[src/rtl/rdc_pkg.sv]
package rdc_pkg;
  timeunit 1ns; timeprecision 1ps;

  localparam int SEL_W = 2;

  typedef enum logic [SEL_W-1:0] {
    SEL_COUNT  = 2'd0,
    SEL_PERIOD = 2'd1,
    SEL_CMP    = 2'd2,
    SEL_CTRL   = 2'd3
  } reg_sel_e;
endpackage

[src/rtl/rdc_rst_sync.sv]
module rdc_rst_sync #(
  parameter int STAGES = 2
) (
  input  logic clk,
  input  logic rst_n,
  output logic rst_sync_n
);
  timeunit 1ns; timeprecision 1ps;

  logic [STAGES-1:0] sync_q;

  always_ff @(posedge clk or negedge rst_n) begin
    if (!rst_n) sync_q <= '0;
    else        sync_q <= {sync_q[STAGES-2:0], 1'b1};
  end

  assign rst_sync_n = sync_q[STAGES-1];
endmodule

[src/rtl/rdc_regs.sv]
module rdc_regs
  import rdc_pkg::*;
#(
  parameter int DW = 8
) (
  input  logic             clk,
  input  logic             rst_n,
  input  logic             wr_i,
  input  logic             rd_i,
  input  logic [SEL_W-1:0] sel_i,
  input  logic [DW-1:0]    wdata_i,
  input  logic [DW-1:0]    count_i,
  output logic [DW-1:0]    rdata_o,
  output logic [DW-1:0]    period_o,
  output logic [DW-1:0]    cmp_val_o,
  output logic             run_o,
  output logic             load_o
);
  timeunit 1ns; timeprecision 1ps;

  reg_sel_e sel;
  logic [DW-1:0] period_q, period_d;
  logic [DW-1:0] cmp_q, cmp_d;
  logic [DW-1:0] rdata_q, rdata_d;
  logic          run_q, run_d;
  logic [DW-1:0] rd_mux;

  assign sel = reg_sel_e'(sel_i);

  always_comb begin
    unique case (sel)
      SEL_COUNT:  rd_mux = count_i;
      SEL_PERIOD: rd_mux = period_q;
      SEL_CMP:    rd_mux = cmp_q;
      default:    rd_mux = {{(DW-1){1'b0}}, run_q};
    endcase
  end

  always_comb begin
    period_d = period_q;
    cmp_d    = cmp_q;
    run_d    = run_q;
    rdata_d  = rdata_q;
    if (wr_i) begin
      unique case (sel)
        SEL_PERIOD: period_d = wdata_i;
        SEL_CMP:    cmp_d    = wdata_i;
        SEL_CTRL:   run_d    = wdata_i[0];
        default:    ;
      endcase
    end
    if (rd_i) begin
      rdata_d = rd_mux;
      if (sel == SEL_COUNT && !wr_i) cmp_d = count_i;
    end
  end

  always_ff @(posedge clk or negedge rst_n) begin
    if (!rst_n) begin
      period_q <= '0;
      cmp_q    <= '0;
      run_q    <= 1'b0;
      rdata_q  <= '0;
    end else begin
      if (wr_i)         period_q <= period_d;
      if (wr_i || rd_i) cmp_q    <= cmp_d;
      if (wr_i)         run_q    <= run_d;
      if (rd_i)         rdata_q  <= rdata_d;
    end
  end

  assign rdata_o   = rdata_q;
  assign period_o  = period_q;
  assign cmp_val_o = cmp_q;
  assign run_o     = run_q;
  assign load_o    = wr_i && (sel == SEL_PERIOD) && !run_q;

  AST_CAPTURE_ON_READ: assert property (@(posedge clk) disable iff (!rst_n)
    (rd_i && !wr_i && sel == SEL_COUNT) |=> (cmp_q == $past(count_i)));
  AST_READ_DATA: assert property (@(posedge clk) disable iff (!rst_n)
    (rd_i && !wr_i && sel == SEL_COUNT) |=> (rdata_o == $past(count_i)));
endmodule

[src/rtl/rdc_core.sv]
module rdc_core #(
  parameter int DW = 8
) (
  input  logic          clk,
  input  logic          rst_n,
  input  logic          run_i,
  input  logic          cnt_en_i,
  input  logic          load_i,
  input  logic [DW-1:0] load_val_i,
  input  logic [DW-1:0] period_i,
  input  logic [DW-1:0] cmp_val_i,
  output logic [DW-1:0] count_o,
  output logic          tc_o,
  output logic          cmp_o,
  output logic          irq_o
);
  timeunit 1ns; timeprecision 1ps;

  logic [DW-1:0] cnt_q, cnt_d;
  logic          en_q;
  logic          irq_q;
  logic          zero, step, cnt_ce, tc;

  assign zero   = (cnt_q == '0);
  assign step   = run_i && (cnt_en_i || (en_q && zero));
  assign cnt_ce = load_i || step;
  assign tc     = run_i && cnt_en_i && zero;

  always_comb begin
    cnt_d = cnt_q;
    if (load_i)    cnt_d = load_val_i;
    else if (step) cnt_d = zero ? period_i : cnt_q - 1'b1;
  end

  always_ff @(posedge clk or negedge rst_n) begin
    if (!rst_n) begin
      cnt_q <= '0;
      en_q  <= 1'b0;
      irq_q <= 1'b0;
    end else begin
      if (cnt_ce) cnt_q <= cnt_d;
      en_q  <= cnt_en_i && run_i;
      irq_q <= tc;
    end
  end

  assign count_o = cnt_q;
  assign tc_o    = tc;
  assign cmp_o   = run_i && (cnt_q <= cmp_val_i);
  assign irq_o   = irq_q && run_i;

  AST_STEP_DOWN: assert property (@(posedge clk) disable iff (!rst_n)
    (run_i && cnt_en_i && cnt_q != '0) |=> (cnt_q == DW'($past(cnt_q) - 1'b1)));
  AST_TC_RELOAD: assert property (@(posedge clk) disable iff (!rst_n)
    tc_o |=> (cnt_q == $past(period_i)));
  AST_IRQ_AFTER_TC: assert property (@(posedge clk) disable iff (!rst_n)
    (tc_o && run_i) |=> (irq_o || !run_i));
  AST_HOLD_IDLE: assert property (@(posedge clk) disable iff (!rst_n)
    (run_i && !cnt_en_i && cnt_q != '0) |=> $stable(cnt_q));
  AST_EXTRA_RELOAD: assert property (@(posedge clk) disable iff (!rst_n)
    (run_i && $past(run_i) && $fell(cnt_en_i) && cnt_q == '0) |=> (cnt_q == $past(period_i)));
  AST_FROZEN_OFF: assert property (@(posedge clk) disable iff (!rst_n)
    (!run_i && !load_i) |=> $stable(cnt_q));
  AST_DIRECT_LOAD: assert property (@(posedge clk) disable iff (!rst_n)
    load_i |=> (cnt_q == $past(load_val_i)));
endmodule

[src/rtl/reload_down_counter.sv]
module reload_down_counter
  import rdc_pkg::*;
#(
  parameter int DW = 8
) (
  input  logic             clk,
  input  logic             rst_n,
  input  logic             cnt_en_i,
  input  logic             bus_wr_i,
  input  logic             bus_rd_i,
  input  logic [SEL_W-1:0] bus_addr_i,
  input  logic [DW-1:0]    bus_wdata_i,
  output logic [DW-1:0]    bus_rdata_o,
  output logic             tc_o,
  output logic             cmp_o,
  output logic             irq_o
);
  timeunit 1ns; timeprecision 1ps;

  logic          rst_sync_n;
  logic [DW-1:0] count, period, cmp_val;
  logic          run, load;

  rdc_rst_sync #(.STAGES(2)) u_rst (
    .clk        (clk),
    .rst_n      (rst_n),
    .rst_sync_n (rst_sync_n)
  );

  rdc_regs #(.DW(DW)) u_regs (
    .clk       (clk),
    .rst_n     (rst_sync_n),
    .wr_i      (bus_wr_i),
    .rd_i      (bus_rd_i),
    .sel_i     (bus_addr_i),
    .wdata_i   (bus_wdata_i),
    .count_i   (count),
    .rdata_o   (bus_rdata_o),
    .period_o  (period),
    .cmp_val_o (cmp_val),
    .run_o     (run),
    .load_o    (load)
  );

  rdc_core #(.DW(DW)) u_core (
    .clk        (clk),
    .rst_n      (rst_sync_n),
    .run_i      (run),
    .cnt_en_i   (cnt_en_i),
    .load_i     (load),
    .load_val_i (bus_wdata_i),
    .period_i   (period),
    .cmp_val_i  (cmp_val),
    .count_o    (count),
    .tc_o       (tc_o),
    .cmp_o      (cmp_o),
    .irq_o      (irq_o)
  );

  AST_OFF_QUIET: assert property (@(posedge clk) disable iff (!rst_sync_n)
    !run |-> (!tc_o && !cmp_o && !irq_o));
  AST_RUN_WRITE_KEEPS: assert property (@(posedge clk) disable iff (!rst_sync_n)
    (run && bus_wr_i && bus_addr_i == SEL_PERIOD && !cnt_en_i && count != '0) |=> $stable(count));
endmodule

[config.mk]
export PLATFORM = sky130hd
export DESIGN_NAME = reload_down_counter
export DESIGN_NICKNAME = d
export VERILOG_FILES = /design/src/rtl/rdc_pkg.sv /design/src/rtl/rdc_rst_sync.sv /design/src/rtl/rdc_regs.sv /design/src/rtl/rdc_core.sv /design/src/rtl/reload_down_counter.sv
export SDC_FILE = /design/constraint.sdc
export NUM_CORES = 1
export LEC_CHECK = 0
export CORE_AREA = 2 2 68 119
export CTS_CLUSTER_DIAMETER = 60
export CTS_CLUSTER_SIZE = 8
export DETAILED_ROUTE_END_ITERATION = 7
export DIE_AREA = 0 0 70 121
export HOLD_SLACK_MARGIN = 0.12
export PLACE_DENSITY = 0.52
export SETUP_SLACK_MARGIN = 0.4
export SLEW_MARGIN = 25
export SYNTH_ARGS = -nofsm -noshare
export SYNTH_HDL_FRONTEND = slang
export SYNTH_HIERARCHICAL = 1
export SYNTH_SLANG_ARGS = --single-unit
[constraint.sdc]
create_clock -name clk -period 3.1 [get_ports clk]
set_clock_uncertainty 0.2 [all_clocks]
set_input_delay 0.62 -clock clk [delete_from_list [all_inputs] [get_ports clk]]
set_output_delay 0.62 -clock clk [all_outputs]
set_load 0.02 [all_outputs]
==> run_results.csv, run 1 <==
group,metric,value,unit
finish,finish.utilization,38.73,%
logic_synthesis,synth_adder_area_share,5.656,%
logic_synthesis,synth-edff-count,0,
global_routing,antenna_found_initial,0,
clocking,cts_root_buf,"clkbuf_16",
critical_path,rr_endpoint,"u_core/count_o[6]",
timing,rsz0062_at_grt,"true",
place,dpl.hpwl,4186,um
critical_path,crit_start,"u_core/count_o[1]",
logic_synthesis,yosysMostFrequentCell,"dfrtp_1",
logic_synthesis,syn_area_per_cell,10.39,um2
logic_synthesis,synth-xor-area-share,1.584,%
logic_synthesis,synth-seq-cells,37,
die,fp.dieW,70,um
pwr,swShare,33.16,%
die,dieArea,8470,um2
route,post_drt_via_cell_ratio,4.957,
die,io_pins,26,
timing,fmax,381.7,MHz
logic_synthesis,synth_fp_nets,238,
min_path,hold_class,"reg2async",
pwr,p_leak,1.251,nW
pwr,vdd_drop_max,247.6,uV
pwr,seqPwrFrac,30.0,%
route,route.vias.total,1715,
clocking,clkTransAtPathRegs,0.06,ns
global_routing,grt_pass1_vias,1663,
pwr,p_int,1.562,mW
pwr,pwr_density_cell,808.5,nW/um2
finish,seqCellArea,927.1,um2
pwr,comb_power_share,41.4,%
timing,min_period,2.620,ns
critical_path,cp.arrival,1.80,ns
timing,setup_slack,0.4800,ns
route,antenna_left,0,
critical_path,crit_end,"tc_o",
logic_synthesis,syn-cell-area,2212,um2
pwr,total_power,2.337,mW
logic_synthesis,yosysTopAreaCellShare,41.86,%
place,numPortBuffers,25,
finish,drive_above_1_share,26.74,%
critical_path,reg2reg_from,"u_core/count_o[5]",
die,core,7462,um2
timing,slew_viol_final,0,
finish,multiInputGateArea,1211,um2
clocking,numClockSinks,37,
clocking,cts_inserted_buffers,5,
global_routing,grt_use_total,13.81,%
critical_path,r2r_cells,8,
logic_synthesis,seq_area_frac_synth,41.86,%
die,initial_core_util,29.64,%
global_routing,grt_pass1_wl,8790,um
logic_synthesis,ys_warn_count,6,
route,firstDrtPassIters,4,
critical_path,start_kind,"register",
critical_path,critPathMaxFanout,5,
finish,n_antenna_cell,0,
pwr,power.switching,774.8,uW
logic_synthesis,synth_cells,213,
timing,worstMarginPinSlew,0.5158,ns
clocking,insertion_delay,0.29,ns
finish,n_fill_cell,761,
logic_synthesis,synth_cell_types,50,
critical_path,rrSetupSlack,0.75,ns
pwr,power.share.clock,28.6,%
logic_synthesis,yosys.area.top_type,"dfrtp_1",
logic_synthesis,synth_async_sr_flop_share,100.0,%
die,fp.dieH,121,um
place,gp_congestion,0.7647,
logic_synthesis,synth-compound-area-share,15.89,%
logic_synthesis,yosys-top-cells-area,"dfrtp_1 42%, mux2_2 6.1%, ha_1 5.7%, mux2i_1 4.5%, o221a_2 4.1%",
critical_path,cp-end-kind,"output port",
finish,synthToLayoutAreaGrowth,30.66,%
logic_synthesis,synth_top_family_by_area,"simple AND/OR/NAND/NOR gates",
finish,nNetsFinal,282,
clocking,h-tree-depth,2,
timing,slew-limit-headroom,65.47,%
global_routing,grt_max_degree,36,
place,placed_area,2615,um2
finish,finalInstanceArea,2890,um2
clocking,cts_tree,"done",
timing,hold_viol,0,
timing,fin_crit_sh,84.52,%
clocking,cts_buffer_depth,2,
logic_synthesis,ys_top_cells_by_count,"37 x dfrtp_1, 23 x nor2_1, 19 x nand2_1",
die,fp-row-count,42,
place,place_ws,0.2717,ns
clocking,hold_buffers,0,
global_routing,grt-ovfl-total,0,
outcome,status,"finished clean",
logic_synthesis,synth.area.mux_share,10.63,%
timing,tns,0,ns
route,drcViolationCount,0,
logic_synthesis,ys.flop_type,"dfrtp_1",
run,drv_cap,0,
timing,finalSetupViolations,0,
critical_path,worst-setup-path-type,"reg2out",
route,wl,5628,um
route,drt-initial-drc-count,85,
critical_path,cp_data_required_time,2.28,ns
logic_synthesis,yosys.area_share.simple,19.00,%
route,wire_per_inst,16.27,um
## area by class of cell
type,instances,share of cell area [%]
multi-input cells,155,41.90
flip-flops and latches,37,32.08
repair buffers,46,14.07
clock buffers,5,4.329
well taps,88,3.810
clock inverters,3,2.251
inverters,12,1.558
## power groups by stage
stage          clock network [mW]  logic (mW)  registers, mW
2_1_floorplan                   0       0.503          0.762
3_3_place_gp                    0       0.872          0.703
3_5_place_dp                    0       0.884          0.705
4_1_cts                     0.685       0.883          0.698
5_1_grt                     0.697        1.07          0.716
6_report                    0.667       0.968          0.701
## metal layers
metal | vias to the layer above | wire length [um] | track usage, %
met3 | 6 | 151 | 2.492
met2 | 28 | 3165 | 25.30
met5 | - | 0 | 0
met4 | 0 | 128 | 7.572
li1 | 843 | - | -
met1 | 838 | 2183 | 14.65
## what timing repair did
item                                    CTS  global route
endpoints found under the setup margin    2             2
pin swaps                                 0             3
setup buffers                             0             6
resized for setup                         9            11
## sequential cells by signal, summed over array words and instances (netlist names)
signal and cells:
u_regs/cmp_val_o 8, u_regs/rdata_o 8, u_core/en_q 1, u_core/count_o 8, u_core/irq_q 1, u_rst/sync_q 2, u_regs/period_o 8, u_regs/run_o 1
## placed cells by master, fill, tap and decap left out, types with 2 or more instances in the layout
master,netlist,final
bufinv_16,0,2
or2_1,6,6
a21oi_2,0,2
o221a_2,8,8
or2b_1,6,6
a211oi_1,2,2
dfrtp_1,37,36
clkbuf_16,0,5
mux2_2,12,12
nand3_1,3,2
inv_2,0,2
a31oi_1,11,11
a211o_1,3,3
xnor2_1,2,2
buf_4,0,22
ha_1,10,7
a21oi_1,5,3
and2_1,2,2
clkdlybuf4s50_1,0,23
ha_4,0,2
nand2_1,19,19
mux2i_1,10,10
nor2_1,23,23
xor2_1,2,2
inv_1,12,10
nand2b_1,4,4
o21ai_1,1,2
## worst max-delay path, stage by stage, from the launching register on
cell and delay [ns]:
dfrtp_2 0.44, inv_1 0.11, ha_2 0.20, nor3b_1 0.18, buf_4 0.14, and3_2 0.18
clkdlybuf4s15_2 0.26
## worst min path at each step
stage / start / endpoint / cells after the start
3_3_place_gp: u_rst/sync_q[1] / u_regs/period_o[2] / 1
5_1_grt: u_rst/sync_q[1] / u_regs/period_o[2] / 1
2_1_floorplan: rst_n / u_rst/sync_q[0] / 0
3_5_place_dp: u_rst/sync_q[1] / u_regs/period_o[2] / 1
6_report: u_rst/sync_q[1] / u_regs/period_o[2] / 1
4_1_cts: u_rst/sync_q[1] / u_regs/period_o[2] / 1
## kinds of logic (layout without fill, tap and decap cells)
kind of cell,after synthesis,in the layout
multiplexers,22,22
AND/OR/NAND/NOR,75,75
other,1,1
AO/OA/AOI/OAI,43,43
adder cells (fa/ha/maj),10,10
XOR/XNOR,4,4
buffers and inverters,21,66
flip-flops,37,37
## through the flow
stage               std cells  hold WS (ns)
global placement          332        0.1067
global route              346        0.1564
CTS                       340        0.1253
floorplan                 213        0.1244
finish                    346       0.09179
detailed placement        332        0.1198
Power figures use the tool's default switching activity.
==> run 2: changes to the inputs <==
--- a/config.mk
+++ b/config.mk
@@ -11,7 +11,7 @@
 export DETAILED_ROUTE_END_ITERATION = 7
 export DIE_AREA = 0 0 70 121
 export HOLD_SLACK_MARGIN = 0.12
-export PLACE_DENSITY = 0.52
+export PLACE_DENSITY = 0.54
 export SETUP_SLACK_MARGIN = 0.4
 export SLEW_MARGIN = 25
 export SYNTH_ARGS = -nofsm -noshare
==> constraint.sdc (replaced) <==
create_clock -name clk -period 2.3 [get_ports clk]
set_clock_uncertainty 0.2 [all_clocks]
set_input_delay 0.46 -clock clk [delete_from_list [all_inputs] [get_ports clk]]
set_output_delay 0.46 -clock clk [all_outputs]
set_load 0.02 [all_outputs]
==> run 2 against run 1 <==
  * The run now ends with negative setup slack left
  * Critical path depth rose by 2
  * Routed wire length rose by 14%
  * Non-clock buffer count rose by 30
  * Cell area rose by 14%
  * Combinational power rose by 80%
  * Worst setup slack got worse by 0.59 ns
  * Clock-buffer cell count rose by 2
  * Power rose by 49%
==> run_results.csv, run 2 (same netlist as run 1, synthesis figures left out) <==
group,metric,value,unit
outcome,status,"complete, but fails checks",
outcome,violations,"negative setup slack",
global_routing,antenna_found_initial,0,
route,drt-initial-drc-count,77,
timing,fmax,414.1,MHz
timing,slew_viol_final,0,
timing,finalSetupViolations,1,
finish,final_cell_mix,"38 x buf_4, 35 x dfrtp_1, 23 x nor2_1, 17 x nand2_1, 13 x buf_6",
route,wire_per_inst,16.99,um
critical_path,cp-end-kind,"output port",
clocking,cts_tree,"done",
critical_path,cp_data_required_time,1.64,ns
critical_path,start_kind,"register",
place,numPortBuffers,25,
place,dpl.hpwl,4419,um
pwr,p_leak,1.507,nW
finish,n_antenna_cell,0,
finish,final_common_cell,"buf_4",
clocking,clkTransAtPathRegs,0.06,ns
clocking,h-tree-depth,2,
critical_path,critical-path-slowest-cell,"dfrtp_1",
clocking,cts_buffer_depth,2,
clocking,cts_inserted_buffers,5,
finish,finalInstanceArea,3301,um2
min_path,hold_class,"reg2async",
finish,drive_above_1_share,37.85,%
route,antenna_left,0,
critical_path,crit_chain,"inv_1, ha_4, a21oi_2, nor2_1, a211oi_2, o21ai_1, a21boi_2, buf_4",
die,dieArea,8470,um2
die,core,7462,um2
critical_path,path_buf_inv,2,
die,fp.dieH,121,um
pwr,total_power,3.491,mW
die,fp.dieW,70,um
run,drv_cap,0,
pwr,pwr_density_cell,1058,nW/um2
timing,setup_slack,-0.1147,ns
route,post_drt_via_cell_ratio,4.854,
global_routing,grt-ovfl-total,0,
critical_path,worst-setup-path-type,"reg2out",
global_routing,grt_pass1_vias,1978,
die,fp-row-count,42,
critical_path,cp.arrival,1.75,ns
finish,n_fill_cell,748,
finish,synthToLayoutAreaGrowth,49.21,%
finish,finish.utilization,44.23,%
route,drcViolationCount,0,
die,initial_core_util,29.64,%
critical_path,critical-path-top-delay-family,"compound AO/OA/AOI/OAI gates",
clocking,hold_buffers,0,
clocking,numClockSinks,37,
route,firstDrtPassIters,4,
place,gp_congestion,0.7805,
critical_path,max_stage_delay,0.37,ns
timing,rsz0062_at_grt,"true",
timing,fin_crit_sh,105.0,%
timing,min_period,2.415,ns
pwr,vdd_drop_max,396.6,uV
clocking,insertion_delay,0.29,ns
finish,multiInputGateArea,1328,um2
route,route.vias.total,1825,
clocking,cts_root_buf,"clkbuf_16",
finish,nNetsFinal,312,
global_routing,grt_use_total,16.93,%
timing,hold_viol,0,
die,io_pins,26,
critical_path,critPathMaxFanout,2,
route,wl,6390,um
global_routing,grt_pass1_wl,10840,um
place,placed_area,2853,um2
global_routing,grt_max_degree,36,
finish,seqCellArea,928.4,um2
-- run 2: changes by cell type in the layout (fill, tap and decap cells not counted), sizes merged, moves of 2 or more --
| cell | change |
|---|---|
| clkbuf | +2 |
| dlymetal6s2s | +5 |
| dlygate4sd2 | +6 |
| clkdlybuf4s50 | -12 |
| buf | +31 |
-- run 2: repair_timing --
| action | CTS | global route |
|---|---|---|
| pin swaps | 12 | 1 |
| resized for setup | 50 | 9 |
| buffers inserted | 11 | 0 |
| endpoints found under the setup margin | 23 | 18 |
| cloned | 2 | 0 |
-- run 2: worst paths after layout --
check | end | slack, ns | cells after the start | startpoint
max | cmp_o | -0.11 | 8 | u_regs/cmp_val_o[5]
min | u_regs/period_o[6] | 0.09 | 1 | u_rst/sync_q[1]
max reg2reg | u_core/count_o[6] | 0.24 | 11 | u_core/count_o[1]
min reg2reg | u_regs/period_o[6] | 0.09 | 1 | u_rst/sync_q[1]
max in group asynchronous | u_core/count_o[2] | 1.44 | 1 | u_rst/sync_q[1]
min in group clk | u_rst/sync_q[1] | 0.15 | 0 | u_rst/sync_q[0]
-- run 2: per-stage QoR --
step	setup slack, ns	setup TNS, ns	std cells	hold WS [ns]
finish	-0.1147	-0.1147	376	0.09132
global route	-0.1950	-0.1950	376	0.1387
CTS	-0.1081	-0.1081	376	0.1238
detailed placement	-0.3600	-0.5583	355	0.1155
global placement	-0.3519	-0.5478	355	0.1091
floorplan	0.3183	0	213	-0.03559
-- run 2: routing by layer --
metal,up-vias,track usage (%),share of wire [%]
li1,905,-,-
met1,869,19.81,40
met2,38,29.58,53
met3,13,2.824,3.1
met4,0,8.293,3.7
met5,-,0,0
-- run 2: final cells by class --
type / count / share of cell area (%)
inverter: 12 / 1.440
clock inverter: 1 / 0.9098
tap: 88 / 3.336
timing repair buffer: 76 / 21.65
clock buffer: 7 / 4.321
multi-input combinational: 155 / 40.22
sequential: 37 / 28.13
-- run 2: power by group --
part           internal (mW)  switching, mW  total [mW]
Clock                  0.542          0.278       0.819
Combinational          0.943          0.797        1.74
Sequential             0.817          0.115       0.932
